**config.mk**
```make
export PLATFORM = sky130hd
export DESIGN_NAME = serial_rx_brk
export DESIGN_NICKNAME = d
export VERILOG_FILES = /design/src/rtl/serial_rx_pkg.sv /design/src/rtl/serial_rx_sampler.sv /design/src/rtl/serial_rx_fifo.sv /design/src/rtl/serial_rx_brk.sv
export SDC_FILE = /design/constraint.sdc
export NUM_CORES = 1
export LEC_CHECK = 0
export BUFFER_PORTS_ARGS = -buffer_cell sky130_fd_sc_hd__buf_2
export CAP_MARGIN = 20
export CELL_PAD_IN_SITES_DETAIL_PLACEMENT = 0
export CELL_PAD_IN_SITES_GLOBAL_PLACEMENT = 2
export CORE_MARGIN = 5
export CORE_UTILIZATION = 29
export CTS_BUF_LIST = sky130_fd_sc_hd__clkbuf_8
export DETAILED_ROUTE_END_ITERATION = 12
export MAX_ROUTING_LAYER = met4
export PLACE_DENSITY = 0.63
export REMOVE_ABC_BUFFERS = 1
export SLEW_MARGIN = 40
export SYNTH_ARGS = -nofsm -noshare
export SYNTH_HDL_FRONTEND = slang
export SYNTH_SLANG_ARGS = --single-unit
```
**constraint.sdc**
```tcl
create_clock -name clk_i -period 7 [get_ports clk_i]
set_input_delay 1.4 -clock clk_i [delete_from_list [all_inputs] [get_ports clk_i]]
set_output_delay 1.4 -clock clk_i [all_outputs]
set_load 0.005 [all_outputs]
```
**src/rtl/serial_rx_pkg.sv**
```systemverilog
package serial_rx_pkg;
  localparam int unsigned RX_DW = 8;

  localparam logic [1:0] PM_CALC  = 2'b00;
  localparam logic [1:0] PM_FORCE = 2'b01;
  localparam logic [1:0] PM_NONE  = 2'b10;
  localparam logic [1:0] PM_MULTI = 2'b11;

  typedef struct packed {
    logic             brk;
    logic             ferr;
    logic             perr;
    logic [RX_DW-1:0] data;
  } rx_entry_t;

  typedef enum logic [2:0] {
    ST_IDLE, ST_START, ST_DATA, ST_PAR, ST_STOP, ST_BRKWAIT
  } rx_state_e;
endpackage

```
**src/rtl/serial_rx_sampler.sv**
```systemverilog
module serial_rx_sampler
  import serial_rx_pkg::*;
#(
  parameter int unsigned OVS = 16
) (
  input  logic      clk_i,
  input  logic      rst_ni,
  input  logic      tick_i,
  input  logic      rxd_i,
  input  logic [1:0] char_len_i,
  input  logic [1:0] par_mode_i,
  input  logic      par_odd_i,
  output logic      push_o,
  output rx_entry_t entry_o
);
  localparam int unsigned CW   = $clog2(OVS);
  localparam int unsigned HALF = OVS / 2;
  localparam int unsigned HW   = (HALF > 1) ? $clog2(HALF) : 1;
  localparam logic [CW-1:0] CNT_MID = CW'(HALF - 1);
  localparam logic [CW-1:0] CNT_END = CW'(OVS - 1);
  localparam logic [HW-1:0] HI_END  = HW'(HALF - 1);

  logic [1:0]       sync_q;
  logic             rx_s;
  rx_state_e        state_q;
  logic [CW-1:0]    cnt_q;
  logic [2:0]       bit_idx_q;
  logic [RX_DW-1:0] shreg_q;
  logic             par_bit_q;
  logic [HW-1:0]    hi_cnt_q;

  logic             has_par;
  logic [2:0]       last_idx;
  logic [1:0]       align_sh;
  logic [RX_DW-1:0] data_al;
  logic             exp_par, perr_c, brk_c;

  assign rx_s     = sync_q[1];
  assign has_par  = (par_mode_i != PM_NONE);
  assign last_idx = {1'b0, char_len_i} + 3'd4;
  assign align_sh = 2'd3 - char_len_i;
  assign data_al  = shreg_q >> align_sh;
  assign exp_par  = (par_mode_i == PM_FORCE) ? par_odd_i : ((^data_al) ^ par_odd_i);
  assign brk_c    = !rx_s && (data_al == '0) && !(has_par && par_bit_q);

  always_comb begin
    unique case (par_mode_i)
      PM_MULTI: perr_c = par_bit_q;
      PM_NONE:  perr_c = 1'b0;
      default:  perr_c = par_bit_q ^ exp_par;
    endcase
  end

  always_ff @(posedge clk_i or negedge rst_ni) begin
    if (!rst_ni) begin
      sync_q    <= 2'b11;
      state_q   <= ST_IDLE;
      cnt_q     <= '0;
      bit_idx_q <= '0;
      shreg_q   <= '0;
      par_bit_q <= 1'b0;
      hi_cnt_q  <= '0;
      push_o    <= 1'b0;
      entry_o   <= '0;
    end else begin
      sync_q <= {sync_q[0], rxd_i};
      push_o <= 1'b0;
      if (tick_i) begin
        unique case (state_q)
          ST_IDLE: if (!rx_s) begin
            state_q <= ST_START;
            cnt_q   <= '0;
          end
          ST_START: begin
            if (cnt_q == CNT_MID) begin
              // start confirmed only if still low at mid-bit
              if (rx_s) state_q <= ST_IDLE;
              else begin
                state_q   <= ST_DATA;
                cnt_q     <= '0;
                bit_idx_q <= '0;
                par_bit_q <= 1'b0;
              end
            end else cnt_q <= cnt_q + 1'b1;
          end
          ST_DATA: begin
            if (cnt_q == CNT_END) begin
              cnt_q   <= '0;
              shreg_q <= {rx_s, shreg_q[RX_DW-1:1]};
              if (bit_idx_q == last_idx) state_q <= has_par ? ST_PAR : ST_STOP;
              else bit_idx_q <= bit_idx_q + 1'b1;
            end else cnt_q <= cnt_q + 1'b1;
          end
          ST_PAR: begin
            if (cnt_q == CNT_END) begin
              cnt_q     <= '0;
              par_bit_q <= rx_s;
              state_q   <= ST_STOP;
            end else cnt_q <= cnt_q + 1'b1;
          end
          ST_STOP: begin
            if (cnt_q == CNT_END) begin
              cnt_q         <= '0;
              push_o        <= 1'b1;
              entry_o.brk   <= brk_c;
              entry_o.ferr  <= !rx_s;
              entry_o.perr  <= perr_c;
              entry_o.data  <= data_al;
              hi_cnt_q      <= '0;
              state_q       <= brk_c ? ST_BRKWAIT : ST_IDLE;
            end else cnt_q <= cnt_q + 1'b1;
          end
          ST_BRKWAIT: begin
            if (rx_s) begin
              if (hi_cnt_q == HI_END) state_q <= ST_IDLE;
              else hi_cnt_q <= hi_cnt_q + 1'b1;
            end else hi_cnt_q <= '0;
          end
          default: state_q <= ST_IDLE;
        endcase
      end
    end
  end

  assert_push_on_tick_R2: assert property (@(posedge clk_i) disable iff (!rst_ni)
    push_o |-> $past(tick_i));
  assert_brk_entry_R9: assert property (@(posedge clk_i) disable iff (!rst_ni)
    (push_o && entry_o.brk) |-> (entry_o.data == '0 && entry_o.ferr));
  assert_brk_wait_quiet_R10: assert property (@(posedge clk_i) disable iff (!rst_ni)
    (state_q == ST_BRKWAIT) |=> !push_o);
  assert_start_reject_R2: assert property (@(posedge clk_i) disable iff (!rst_ni)
    (state_q == ST_START && tick_i && cnt_q == CNT_MID && rx_s) |=> (state_q == ST_IDLE));
endmodule

```
**src/rtl/serial_rx_fifo.sv**
```systemverilog
module serial_rx_fifo
  import serial_rx_pkg::*;
#(
  parameter int unsigned DEPTH = 8
) (
  input  logic      clk_i,
  input  logic      rst_ni,
  input  logic      push_i,
  input  rx_entry_t entry_i,
  input  logic      pop_i,
  output rx_entry_t head_o,
  output logic      empty_o,
  output logic      ovr_o
);
  localparam int unsigned AW = (DEPTH > 1) ? $clog2(DEPTH) : 1;
  localparam logic [AW:0]   CNT_FULL = (AW+1)'(DEPTH);
  localparam logic [AW-1:0] PTR_LAST = AW'(DEPTH - 1);

  rx_entry_t     mem_q [DEPTH];
  logic [AW-1:0] wp_q, rp_q;
  logic [AW:0]   cnt_q;
  logic          full, do_push, do_pop;

  assign full    = (cnt_q == CNT_FULL);
  assign empty_o = (cnt_q == '0);
  assign do_push = push_i && !full;
  assign do_pop  = pop_i && !empty_o;
  assign head_o  = mem_q[rp_q];

  always_ff @(posedge clk_i) begin
    if (do_push) mem_q[wp_q] <= entry_i;
  end

  always_ff @(posedge clk_i or negedge rst_ni) begin
    if (!rst_ni) begin
      wp_q  <= '0;
      rp_q  <= '0;
      cnt_q <= '0;
      ovr_o <= 1'b0;
    end else begin
      if (do_push) wp_q <= (wp_q == PTR_LAST) ? '0 : wp_q + 1'b1;
      if (do_pop)  rp_q <= (rp_q == PTR_LAST) ? '0 : rp_q + 1'b1;
      cnt_q <= cnt_q + (AW+1)'(do_push) - (AW+1)'(do_pop);
      if (push_i && full) ovr_o <= 1'b1;
    end
  end

  assert_no_overflow_R12: assert property (@(posedge clk_i) disable iff (!rst_ni)
    cnt_q <= CNT_FULL);
  assert_ovr_on_full_R12: assert property (@(posedge clk_i) disable iff (!rst_ni)
    $rose(ovr_o) |-> $past(full && push_i));
  assert_pop_empty_R11: assert property (@(posedge clk_i) disable iff (!rst_ni)
    (empty_o && pop_i && !push_i) |=> empty_o);
endmodule

```
**src/rtl/serial_rx_brk.sv**
```systemverilog
module serial_rx_brk
  import serial_rx_pkg::*;
#(
  parameter int unsigned OVS   = 16,
  parameter int unsigned DEPTH = 8
) (
  input  logic             clk_i,
  input  logic             rst_ni,
  input  logic             tick_i,
  input  logic             rxd_i,
  input  logic [1:0]       char_len_i,
  input  logic [1:0]       par_mode_i,
  input  logic             par_odd_i,
  input  logic             rd_i,
  output logic             rx_rdy_o,
  output logic [RX_DW-1:0] data_o,
  output logic             brk_o,
  output logic             ferr_o,
  output logic             perr_o,
  output logic             ovr_o
);
  logic      push, empty;
  rx_entry_t entry, head;

  serial_rx_sampler #(.OVS(OVS)) u_sampler (
    .clk_i, .rst_ni, .tick_i, .rxd_i, .char_len_i, .par_mode_i, .par_odd_i,
    .push_o(push), .entry_o(entry)
  );

  serial_rx_fifo #(.DEPTH(DEPTH)) u_fifo (
    .clk_i, .rst_ni, .push_i(push), .entry_i(entry), .pop_i(rd_i),
    .head_o(head), .empty_o(empty), .ovr_o
  );

  assign rx_rdy_o = !empty;
  assign data_o   = rx_rdy_o ? head.data : '0;
  assign brk_o    = rx_rdy_o & head.brk;
  assign ferr_o   = rx_rdy_o & head.ferr;
  assign perr_o   = rx_rdy_o & head.perr;

  assert_tags_valid_R11: assert property (@(posedge clk_i) disable iff (!rst_ni)
    $fell(rx_rdy_o) |-> !(brk_o || ferr_o || perr_o));
endmodule

```
; ---- Word level (Yosys, flattened, before mapping)
; Memory sizes are Yosys's and may differ from the RTL's.
; Index checks and enable logic that the tools add are counted.
[op_classes]
add_sub_neg = 9
eq_ne = 27
shift = 1
muxes = 39
n_bitwise = 5
n_reduce_logical = 26
[op_table]
columns = operator, count
row1 = $mux 3, 19
row2 = $pmux 3 s6, 1
row3 = $eq 3x3->1 const B, 5
row4 = $ne 2x1->1 const B, 7
row5 = $add 3x1->3 const B, 4
row6 = $mux 4, 3
row7 = $pmux 3 s2, 2
row8 = $pmux 4 s3, 1
row9 = $mux 1, 9
row10 = $reduce_and 9->1, 1
row11 = $eq 4x4->1 const B, 2
row12 = $logic_not 8->1, 1
row13 = $mux 8, 1
row14 = $ne 2x2->1 const B, 4
row15 = $reduce_xor 8->1, 1
row16 = $shr 8x2->8, 1
row17 = $eq 3x2->1 const B, 2
row18 = $logic_and 1x1->1, 6
row19 = $reduce_and 3->1, 2
row20 = $reduce_and 6->1, 1
row21 = $reduce_bool 2->1, 3
row22 = $reduce_and 5->1, 1
row23 = $add 4x1->4, 1
row24 = $add 4x1->4 const B, 1
row25 = other kinds (20), 28
[word_totals]
register_bits = 47
mem_bits_rw = 88
in_bits = 10
out_inout_bits = 13
elab_cells = 124
memories = 1
[memory_table]
columns = name, words, width, rd, rd_clocked_by_memory_dff, write_ports, line_no
row1 = u_fifo.mem_q, 8, 11, 1, 0, 1, serial_rx_fifo.sv:19  ; rx_entry_t mem_q [DEPTH];

; ---- Logic depth before layout (Yosys ltp)
; Gate-level depths: netlist of the first run.
[depth]
word_depth = 8
depth_mapped = 12
depth_no_buf = 12

; ---- Hierarchy
; From an unflattened synthesis of the first run, not the netlist that was laid out.
[hier_totals]
cells_unflattened = 408
area_unflattened_um2 = 6261.0
[modules_own_cells]
columns = module, instances, cells_each, area_each_um2, seq_area_each_um2
row1 = serial_rx_fifo, 1, 188, 4038.9, 2917.8
row2 = serial_rx_sampler, 1, 207, 2100.8, 903.4
row3 = serial_rx_brk, 1, 13, 121.4, 0.0

; ---- Worst setup path before layout of the first run
; No wires, ideal clock.
[synth_timing]
kind = input to register
from = input char_len_i[1]
to = register u_sampler.entry_o[8] in the netlist's numbering
setup_time_ns = 0.129
t_arrival_ns = 3.141
required_ns = 6.871
slack_ns = 3.730
stages = 9
path_buffers = 1
cell_sequence = buf_2 -> mux2_2 -> o21ai_0 -> ha_1 -> xnor2_1 -> xnor2_1 -> mux2i_1 -> a2bb2oi_1 -> o21ai_0
[synth_between]
elab_chain_len = 7
[synth_rtl]
columns = item, line_no
row1 = "start, declared", serial_rx_brk.sv:11  ; input logic [1:0] char_len_i,
row2 = $sub 2x2->2, serial_rx_sampler.sv:41  ; assign align_sh = 2'd3 - char_len_i;
row3 = $shr 8x2->8, serial_rx_sampler.sv:42  ; assign data_al = shreg_q >> align_sh;
row4 = $reduce_xor 8->1, serial_rx_sampler.sv:43  ; assign exp_par = (par_mode_i == PM_FORCE) ? par_odd_i : ((^data_al) ^ par_odd_i);
row5 = $xor 1x1->1, serial_rx_sampler.sv:43
row6 = $mux 1, serial_rx_sampler.sv:43
row7 = $xor 1x1->1, serial_rx_sampler.sv:50  ; default: perr_c = par_bit_q ^ exp_par;
row8 = $pmux 1 s2, serial_rx_sampler.sv:47  ; unique case (par_mode_i)
row9 = "end, declared", serial_rx_sampler.sv:14  ; output rx_entry_t entry_o
; No other way between the ends.
; A chain may end at the register's enable or synchronous reset.

; ---- Worst setup path in the final report of the first run
[layout_timing]
from = register u_fifo.rp_q[0]
to = output data_o[1]
[layout_between]
elab_chain_len = 2
[layout_rtl]
columns = item, line_no
row1 = "start, declared", serial_rx_fifo.sv:20  ; logic [AW-1:0] wp_q, rp_q;
row2 = "start signal, assigned", serial_rx_fifo.sv:42  ; if (do_pop) rp_q <= (rp_q == PTR_LAST) ? '0 : rp_q + 1'b1;
row3 = $mem_v2 8x11, n/a
row4 = $mux 8, serial_rx_brk.sv:36  ; assign data_o = rx_rdy_o ? head.data : '0;
row5 = "end, declared", serial_rx_brk.sv:16  ; output logic [RX_DW-1:0] data_o,
; No other way between the ends.

==> results.md, run 1 <==
- For this run, asynchronously set or reset flops after synthesis account for 34.8%.
- Across every metal layer, demand over resource in global routing totals 11.0%.
- The cell area after layout is approximately 7000 um^2.
- The root buffer cell chosen for the clock tree is clkbuf_8.
- The number of synthesis warnings is 0.
- The delay of the slowest cell on the worst path is 0.57 ns.
- The clock drives between 100 and 150 sinks.
- In the final routed layout, each cell accounts on average for roughly 16 um.
- Together, buffers and inverters on the worst path number 2.
- The remaining global-route overflow is 0.
- The start-to-end type of the worst setup path is flip-flop to output port.
- The hold violation total from the final report is 0.
- The critical path starts at u_fifo.rp_q[0]$_DFFE_PN0P_.
- The worst path uses slightly above 50% of the clock period.
- The worst path setup slack after routing is around 3.4 ns.
- After layout, the design draws a total of roughly 2.2 mW.
- The number of standard cells after synthesis is around 430.
- The routability congestion estimate is approximately 0.76.
- The number of global-route vias before repair is about 3,600.
- The die is ~150 um tall.
- For the finished layout, the period the worst path requires is about 3.6 ns.
- Along the worst hold path, the cell count comes to 0.
- The worst register-to-register path has a depth of 10.
- The highest clock frequency the design can meet is about 280 MHz.
- The most used flip-flop cell after synthesis is edfxtp_1.
- The number of flip-flops and latches in the synthesized netlist is roughly 140.
- In this run the worst path has a maximum fanout of 25.
- The number of design rule violations left after detail routing is 0.
- The mapped netlist covers just over 6000 um^2.
- For this design the ratio of total power to cell area is about 310 nW/um^2.
- The slowest stage cell on the critical path is mux4_2.
- The clock-pin slew on the worst setup and hold paths is ~0.08 ns.
- The buffer count from post-CTS setup fixing is 0.
- The die boundary width is about 150 um.
- The count of buffers from port buffering is 22.
- For the pin with the worst max-slew slack, the measured transition is approximately 0.77 ns.
- The number of rows created at floorplan is between 50 and 60.
- The area of the core is about 21,000 um^2.
- The count of TritonRoute iterations in the first routing pass is 4.
- The startpoint identified for the worst register-to-register timing path is u_fifo.cnt_q[1]$_DFF_PN0_.
- The run finished with clean final reports.
- Setup repair after global routing left no endpoint under its margin.
- The first global-routing pass estimated roughly 20 mm of wire.
- The H-tree generated during clock tree synthesis spans 4 levels.
- OpenSTA, run right after detailed placement, puts the worst setup slack at 3.48 ns.
- The logic depth of the worst path, buffers included is 5.
- The sequential share of the synthesized area is roughly 63%.
- The average cell area after synthesis is 14.1 um^2.
- The area growth from synthesis to layout is 13.5%.
- The share of the core filled with cells is between 30% and 40%.
- Gates resized during post-CTS repair numbered 0.
- The initial antenna violation count came to 0.
- The iteration-0 DRC count of the detailed router is between 150 and 200.
- The routed wire length is between 10 and 15 mm.
- STA classifies the critical path startpoint as a flip-flop.
- The total die area is around 24,000 um^2.
- Summed over all cells, the static leakage comes to 2.59 nW.
- The via density per instance is about 4.7.
- The count of cell types in the netlist is 46.
- Headroom to the max-slew limit came out at 48.5%.
- Max-cap violations in this run came to 0.
- At the worst endpoint, the required time is between 5 and 6 ns.
- The number of hold-repair buffers added at the cts stage is 0.
- The hold path startpoint is u_sampler.sync_q[0]$_DFF_PN1_.
- The gate family responsible for the most delay along the worst path is multiplexers.
- The data arrival time of the critical path is between 2 and 2.5 ns.
- TritonCTS created 17 clock buffers.
- The number of nets with antenna violations after detailed routing is 0.
- The top-level I/O count is 23.
- The detailed router placed between 3,000 and 4,000 vias in this run.
- Clock latency on the worst-skew pair, taken at its later pin, is approximately 0.43 ns.
- The number of antenna diodes in the final layout is 0.
- The final-report max-slew violation count is 0.
- Entering global routing, the biggest net connects 48 pins.
- Across the routed clock network, the largest skew measured is 0.00996 ns.
- For the final routed database, the setup TNS stands at 0 ns.
- The wire-length estimate of the detail-placed layout is roughly 8.0 mm.
- Traced cell by cell, the critical path runs through buf_4 > mux4_2 > mux2i_1 > nor2_1 > buf_2.
- The worst-case IR drop observed on VDD is roughly 0.13 mV.
- No sink is reached through more buffers than the 2 on the longest clock path.
- The clock tree from TritonCTS is yes.
- The initial utilization of the core area, before any placement, comes to between 20% and 30%.
- The number of synthesized flops with an enable pin is approximately 90.
- STA classifies the critical path endpoint as an output port.
- The layout net count is between 400 and 500.
- The share of final-layout standard cells stronger than drive strength 1 is 22.6%.
- The tightest min-delay check is of the flip-flop to flip-flop type.
- The placed instances occupy a cell area of approximately 6500 um^2.
- Setup violations remaining at the end of the flow were counted as 0.
[Yosys cell counts, types with 2 or more instances]
cell type	number	area (um^2)
o31ai_1	3	22.5
nand4_1	2	12.5
nor4_1	2	12.5
o22ai_1	2	12.5
or4_1	2	15.0
buf_6	2	22.5
xnor2_1	5	43.8
nand2b_1	3	18.8
clkbuf_1	12	45.0
nor2_1	28	105
nand3_1	7	35.0
a21o_1	5	37.5
a31oi_1	7	43.8
nor3b_1	4	30.0
edfxtp_1	88	2640
nand2_1	39	146
o221ai_1	2	17.5
a21oi_1	13	65.1
mux2_2	16	180
inv_1	18	67.6
mux2i_1	19	190
and2_1	2	12.5
mux4_2	22	495
o21a_1	2	15.0
nor3_1	10	50.1
buf_2	5	25.0
a22o_1	2	17.5
and3_1	2	12.5
dfrtp_1	45	1130
o21ai_0	21	105
nor2b_1	2	12.5
dfstp_2	2	52.6
ha_1	18	225
xor2_1	5	43.8
[cell families (layout without fill, tap and decap cells)]
family / after synthesis / in the layout / share of synthesized area, %
adder cells (fa/ha/maj): 19 / 19 / 4.04
multiplexers: 57 / 57 / 14.3
flip-flops: 135 / 135 / 63.0
AO/OA/AOI/OAI: 65 / 65 / 6.66
XOR/XNOR: 10 / 10 / 1.44
AND/OR/NAND/NOR: 105 / 105 / 7.92
buffers and inverters: 38 / 82 / 2.70
[per-layer routing]
layer	routed length, um	GRT usage [%]
met5	0	-
met4	126	3.57
met3	337	2.80
met2	5960	17.6
met1	5750	13.7
[per-stage QoR]
stage,hold slack (ns),std cells
after floorplan,0.345,409
after global placement,0.350,714
after detailed placement,0.347,716
after CTS,0.357,747
after global routing,0.361,748
final,0.357,748
[registers in the layout, indices dropped and copies added, names as in the netlist]
name and cells:
u_fifo.mem_q 88, u_sampler.entry_o 11, u_sampler.shreg_q 8, u_fifo.cnt_q 4, u_sampler.cnt_q 4, u_fifo.rp_q 3
u_fifo.wp_q 3, u_sampler.bit_idx_q 3, u_sampler.hi_cnt_q 3, u_sampler.state_q 3, u_sampler.sync_q 2, u_fifo.ovr_o 1
u_sampler.par_bit_q 1, u_sampler.push_o 1
[power by group]
group | switching [mW] | internal [mW]
Combinational | 0.257 | 0.278
Clock | 0.311 | 0.281
Sequential | 0.132 | 0.900
Total | 0.700 | 1.46
[placed cells by master, fill, tap and decap left out, types with 5 or more instances in the layout]
cell	instances
a21o_1	5
mux4_2	22
a21oi_1	13
clkbuf_8	17
nor3_1	10
xor2_1	5
buf_2	21
mux2i_1	19
dfrtp_1	44
a31oi_1	7
inv_1	19
mux2_2	16
o21ai_0	21
inv_6	5
nand3_1	7
ha_1	18
nand2_1	39
xnor2_1	5
buf_4	12
edfxtp_1	88
nor2_1	28
[layout make-up]
| cell class | instances | area, um^2 |
|---|---|---|
| clock buffers | 17 | 234 |
| clock inverters | 14 | 126 |
| fillers | 2112 | 13900 |
| inverters | 18 | 67.6 |
| multi-input cells | 256 | 2100 |
| flip-flops and latches | 135 | 3820 |
| well taps | 275 | 344 |
| repair buffers | 33 | 195 |
[worst reg2reg max path, cell delays in order, from the launching register on]
cell and delay (ns):
dfrtp_1 0.40, nor2_1 0.18, and2_1 0.51, inv_1 0.11
nand2_1 0.21, inv_1 0.07, ha_1 0.27, inv_1 0.04
ha_1 0.22, fa_1 0.41, xor2_1 0.17
[worst paths after layout]
kind	endpoint	slack (ns)
worst max-delay path	data_o[1]	3.40
worst min-delay path	u_sampler.sync_q[1]$_DFF_PN1_	0.36
worst max register to register	u_fifo.cnt_q[2]$_DFF_PN0_	4.29
worst min register to register	u_sampler.sync_q[1]$_DFF_PN1_	0.36
max in group asynchronous	u_fifo.rp_q[1]$_DFFE_PN0P_	5.56
min in group asynchronous	u_sampler.shreg_q[7]$_DFFE_PN0P_	0.98
Note: power is estimated with default switching activity, not from simulation.
==> inputs of run 2 (changes only) <==
Clock period 7 ns to 3.42 ns, I/O delays scaled along.
==> run 2 against run 1 <==
  * Utilization rose by 0.10 points
  * First-iteration DRC count fell by 22%
  * Global-route usage barely moved
  * Clock-buffer cell count stayed put
  * Largest power group unchanged
  * Register-to-register slack worse by 3.4 ns
  * Sequential power grew 100%
  * Flip-flop and latch count unchanged
  * Critical endpoint unchanged
==> results.md, run 2 (same netlist as run 1, synthesis figures left out) <==
- The first global-routing pass estimated 19.7 mm of wire.
- The post-route met1 wirelength is between 5 and 6 mm.
- The power density over the cells is between 600 and 700 nW/um^2.
- The detailed router used layers up to and including met4.
- The number of max-capacitance violations reported is 0.
- Per report_power, the clock group accounts for about 28% of the total.
- The worst path meets setup with 0.502 ns of slack.
- The minimum period implied by the final worst setup slack is 2.92 ns.
- In this run, the number of DRC markers left after iteration 0 of detailed routing was about 130.
- The finished cells cover 6910 um^2.
- The routed design has 12.0 mm of wire.
- The H-tree was split into 4 levels.
- The final routed wire length divided by cell count is about 16 um.
- The library cell used most frequently in the layout, excluding fill and tap cells, is edfxtp_1.
- The clock-pin slew on the worst setup and hold paths is 0.09 ns.
- The worst setup path is launched from a flip-flop.
- The number of global-route vias before repair is about 3,700.
- The post-place setup slack is roughly 0.64 ns.
- The area added between synthesis and finish is 13.9%.
- Buffers placed on the I/O ports in this run total 22.
- The final number of setup-violating endpoints is 0.
- The antenna diode instance count is 0.
- The largest registers in the layout are u_fifo.mem_q (88), u_sampler.entry_o (11), u_sampler.shreg_q (8).
- The tree is rooted in a clkbuf_8.
- The total power after layout is 4.44 mW.
- At the worst endpoint, the arrival time is between 2 and 2.5 ns.
- The post-route fraction of the period consumed by the critical path is a little under nine tenths.
- The top cell types in the final layout, fill and taps aside, are edfxtp_1 (88), dfrtp_1 (45), nand2_1 (39).
- The required time of the critical path is approximately 2.7 ns.
- The hold violation total from the final report was 0.
- The final worst clock skew is 0.0112 ns.
- After legalization and detailed placement, the total HPWL measured between 7 and 8 mm.
- The remaining global-route overflow is 0.
- Based on the critical path, the design can be clocked at up to approximately 340 MHz.
- The register ranked first by flip-flop count is u_fifo.mem_q.
- The depth of the worst register-to-register path is 11.
- At the pin with the least slew margin, the transition time is between 0.7 and 0.8 ns.
- The combinational cell fraction of total power is around a quarter.
- The total placed instance area is between 6000 and 7000 um^2.
- In the routed design, unresolved DRC markers number 0.
- Counting the buffers created by CTS gives 17.
- The final-report max-slew violation count is 0.
- The largest net degree at the start of global routing is 48.
- The flow ran to the end, and the final reports show no timing, DRC or antenna violations.
- The number of hold-repair buffers added at the cts stage is 0.
- The largest fanout on the critical path is 8.
- Adding up every negative setup slack in the final design gives 0 ns.
- The worst slew slack as a fraction of its limit is about half.
- The worst hold path belongs to the class input port to async pin.
- The type of element capturing the critical path is an output port.
- The die covers 23,900 um^2.
- Setup repair after global routing left no endpoint under its margin.
- The via density per instance is around 4.6.
- Pin placement for this block handled 23 I/O pins.
- The die is roughly 150 um tall.
- The buffer count from post-CTS setup fixing is 0.
- The initial antenna violation count is 0.
- The number of flip-flops under the largest register name is between 80 and 90.
- The number of gates resized after cts is 0.
- The switching share of power is between 30 and 40%.
- The layout net count is 493.
- The routability congestion estimate is around 0.79.
- The number of rows created at floorplan is 53.
- The clock drives ~140 sinks.
- The count of TritonRoute iterations in the first routing pass is 4.
- VDD sags by at most around 0.23 mV.
- In this run the power spent charging and discharging nets is around 1.5 mW.
- The slack of the worst reg-to-reg path is roughly 0.93 ns.
- Once the floorplan was initialized, standard cells occupied ~29% of the core.
- In the final layout, the share of cells above drive strength 1 is roughly a quarter.
- The routed layout has 3,480 vias.
- The region available for standard cell placement spans approximately 21,000 um^2.
- The cell-internal power is 2.95 mW.
- The analysis attributes to cell leakage a power of about 2.6 nW.
- The clock tree from TritonCTS is yes.
- The total routing resource utilization after global routing is 10.9%.
- The clock passes through at most 2 buffers.
- The met3 wire length is 324 um.
- The critical path is of the flip-flop to output port type.
- In this run the remaining antenna-violating nets after routing total 0.
- The routed design uses around 5.9 mm of met2 wire.
- The clock latency on the worst-skew pair is 0.45 ns.
- The die boundary width is roughly 150 um.
- Sequential cells account for around 47% of the total power.
## run 2: cell types whose count changed in the layout (fill, tap and decap cells not counted), sizes merged
cell      before  now
inv           24   28
clkinvlp       3    1
buf           33   36
bufinv         1    0
## run 2: layout make-up
| cell class | count | area (um^2) |
|---|---|---|
| Inverter | 18 | 67.6 |
| Multi-Input combinational cell | 256 | 2090 |
| Clock inverter | 15 | 131 |
| Sequential cell | 135 | 3820 |
| Timing Repair Buffer | 36 | 221 |
| Clock buffer | 17 | 234 |
| Tap cell | 275 | 344 |
| Fill cell | 2074 | 13900 |
## run 2: worst paths after layout
path	from	end
max in group asynchronous	rst_ni	u_fifo.rp_q[0]$_DFFE_PN0P_
hold reg to reg	u_sampler.sync_q[0]$_DFF_PN1_	u_sampler.sync_q[1]$_DFF_PN1_
setup / recovery	u_fifo.rp_q[0]$_DFFE_PN0P_	data_o[1]
min in group clk_i	rxd_i	u_sampler.sync_q[0]$_DFF_PN1_
hold / removal	rst_ni	u_sampler.shreg_q[7]$_DFFE_PN0P_
setup reg to reg	u_fifo.cnt_q[1]$_DFF_PN0_	u_fifo.cnt_q[2]$_DFF_PN0_
## run 2: through the flow
| stage | hold slack (ns) | util, % | instances |
|---|---|---|---|
| floorplan | 0.345 | - | 409 |
| global placement | 0.351 | 31.4 | 719 |
| detailed placement | 0.350 | 31.4 | 719 |
| CTS | 0.251 | 33.1 | 751 |
| global route | 0.276 | 33.2 | 752 |
| finish | 0.248 | 33.2 | 752 |
## run 2: worst max-delay path, cell delays in order (launching register included)
cell     delay [ns]
dfrtp_1        0.58
buf_4          0.28
mux4_2         0.53
mux2i_1        0.21
nor2_1         0.06
buf_2          0.13
## run 2: metal layers
layer,vias to the layer above,GRT usage [%]
met5,-,-
met4,0,4.21
met3,13,2.49
met2,47,17.2
met1,1732,13.8
li1,1688,-
## run 2: power by group through the flow
stage,clock (mW),combinational (mW),sequential (mW)
detailed placement,0,1.13,2.14
global route,1.35,1.29,2.12
global placement,0,1.11,2.14
floorplan,0,0.756,2.12
finish,1.22,1.14,2.08
CTS,1.27,1.13,2.11
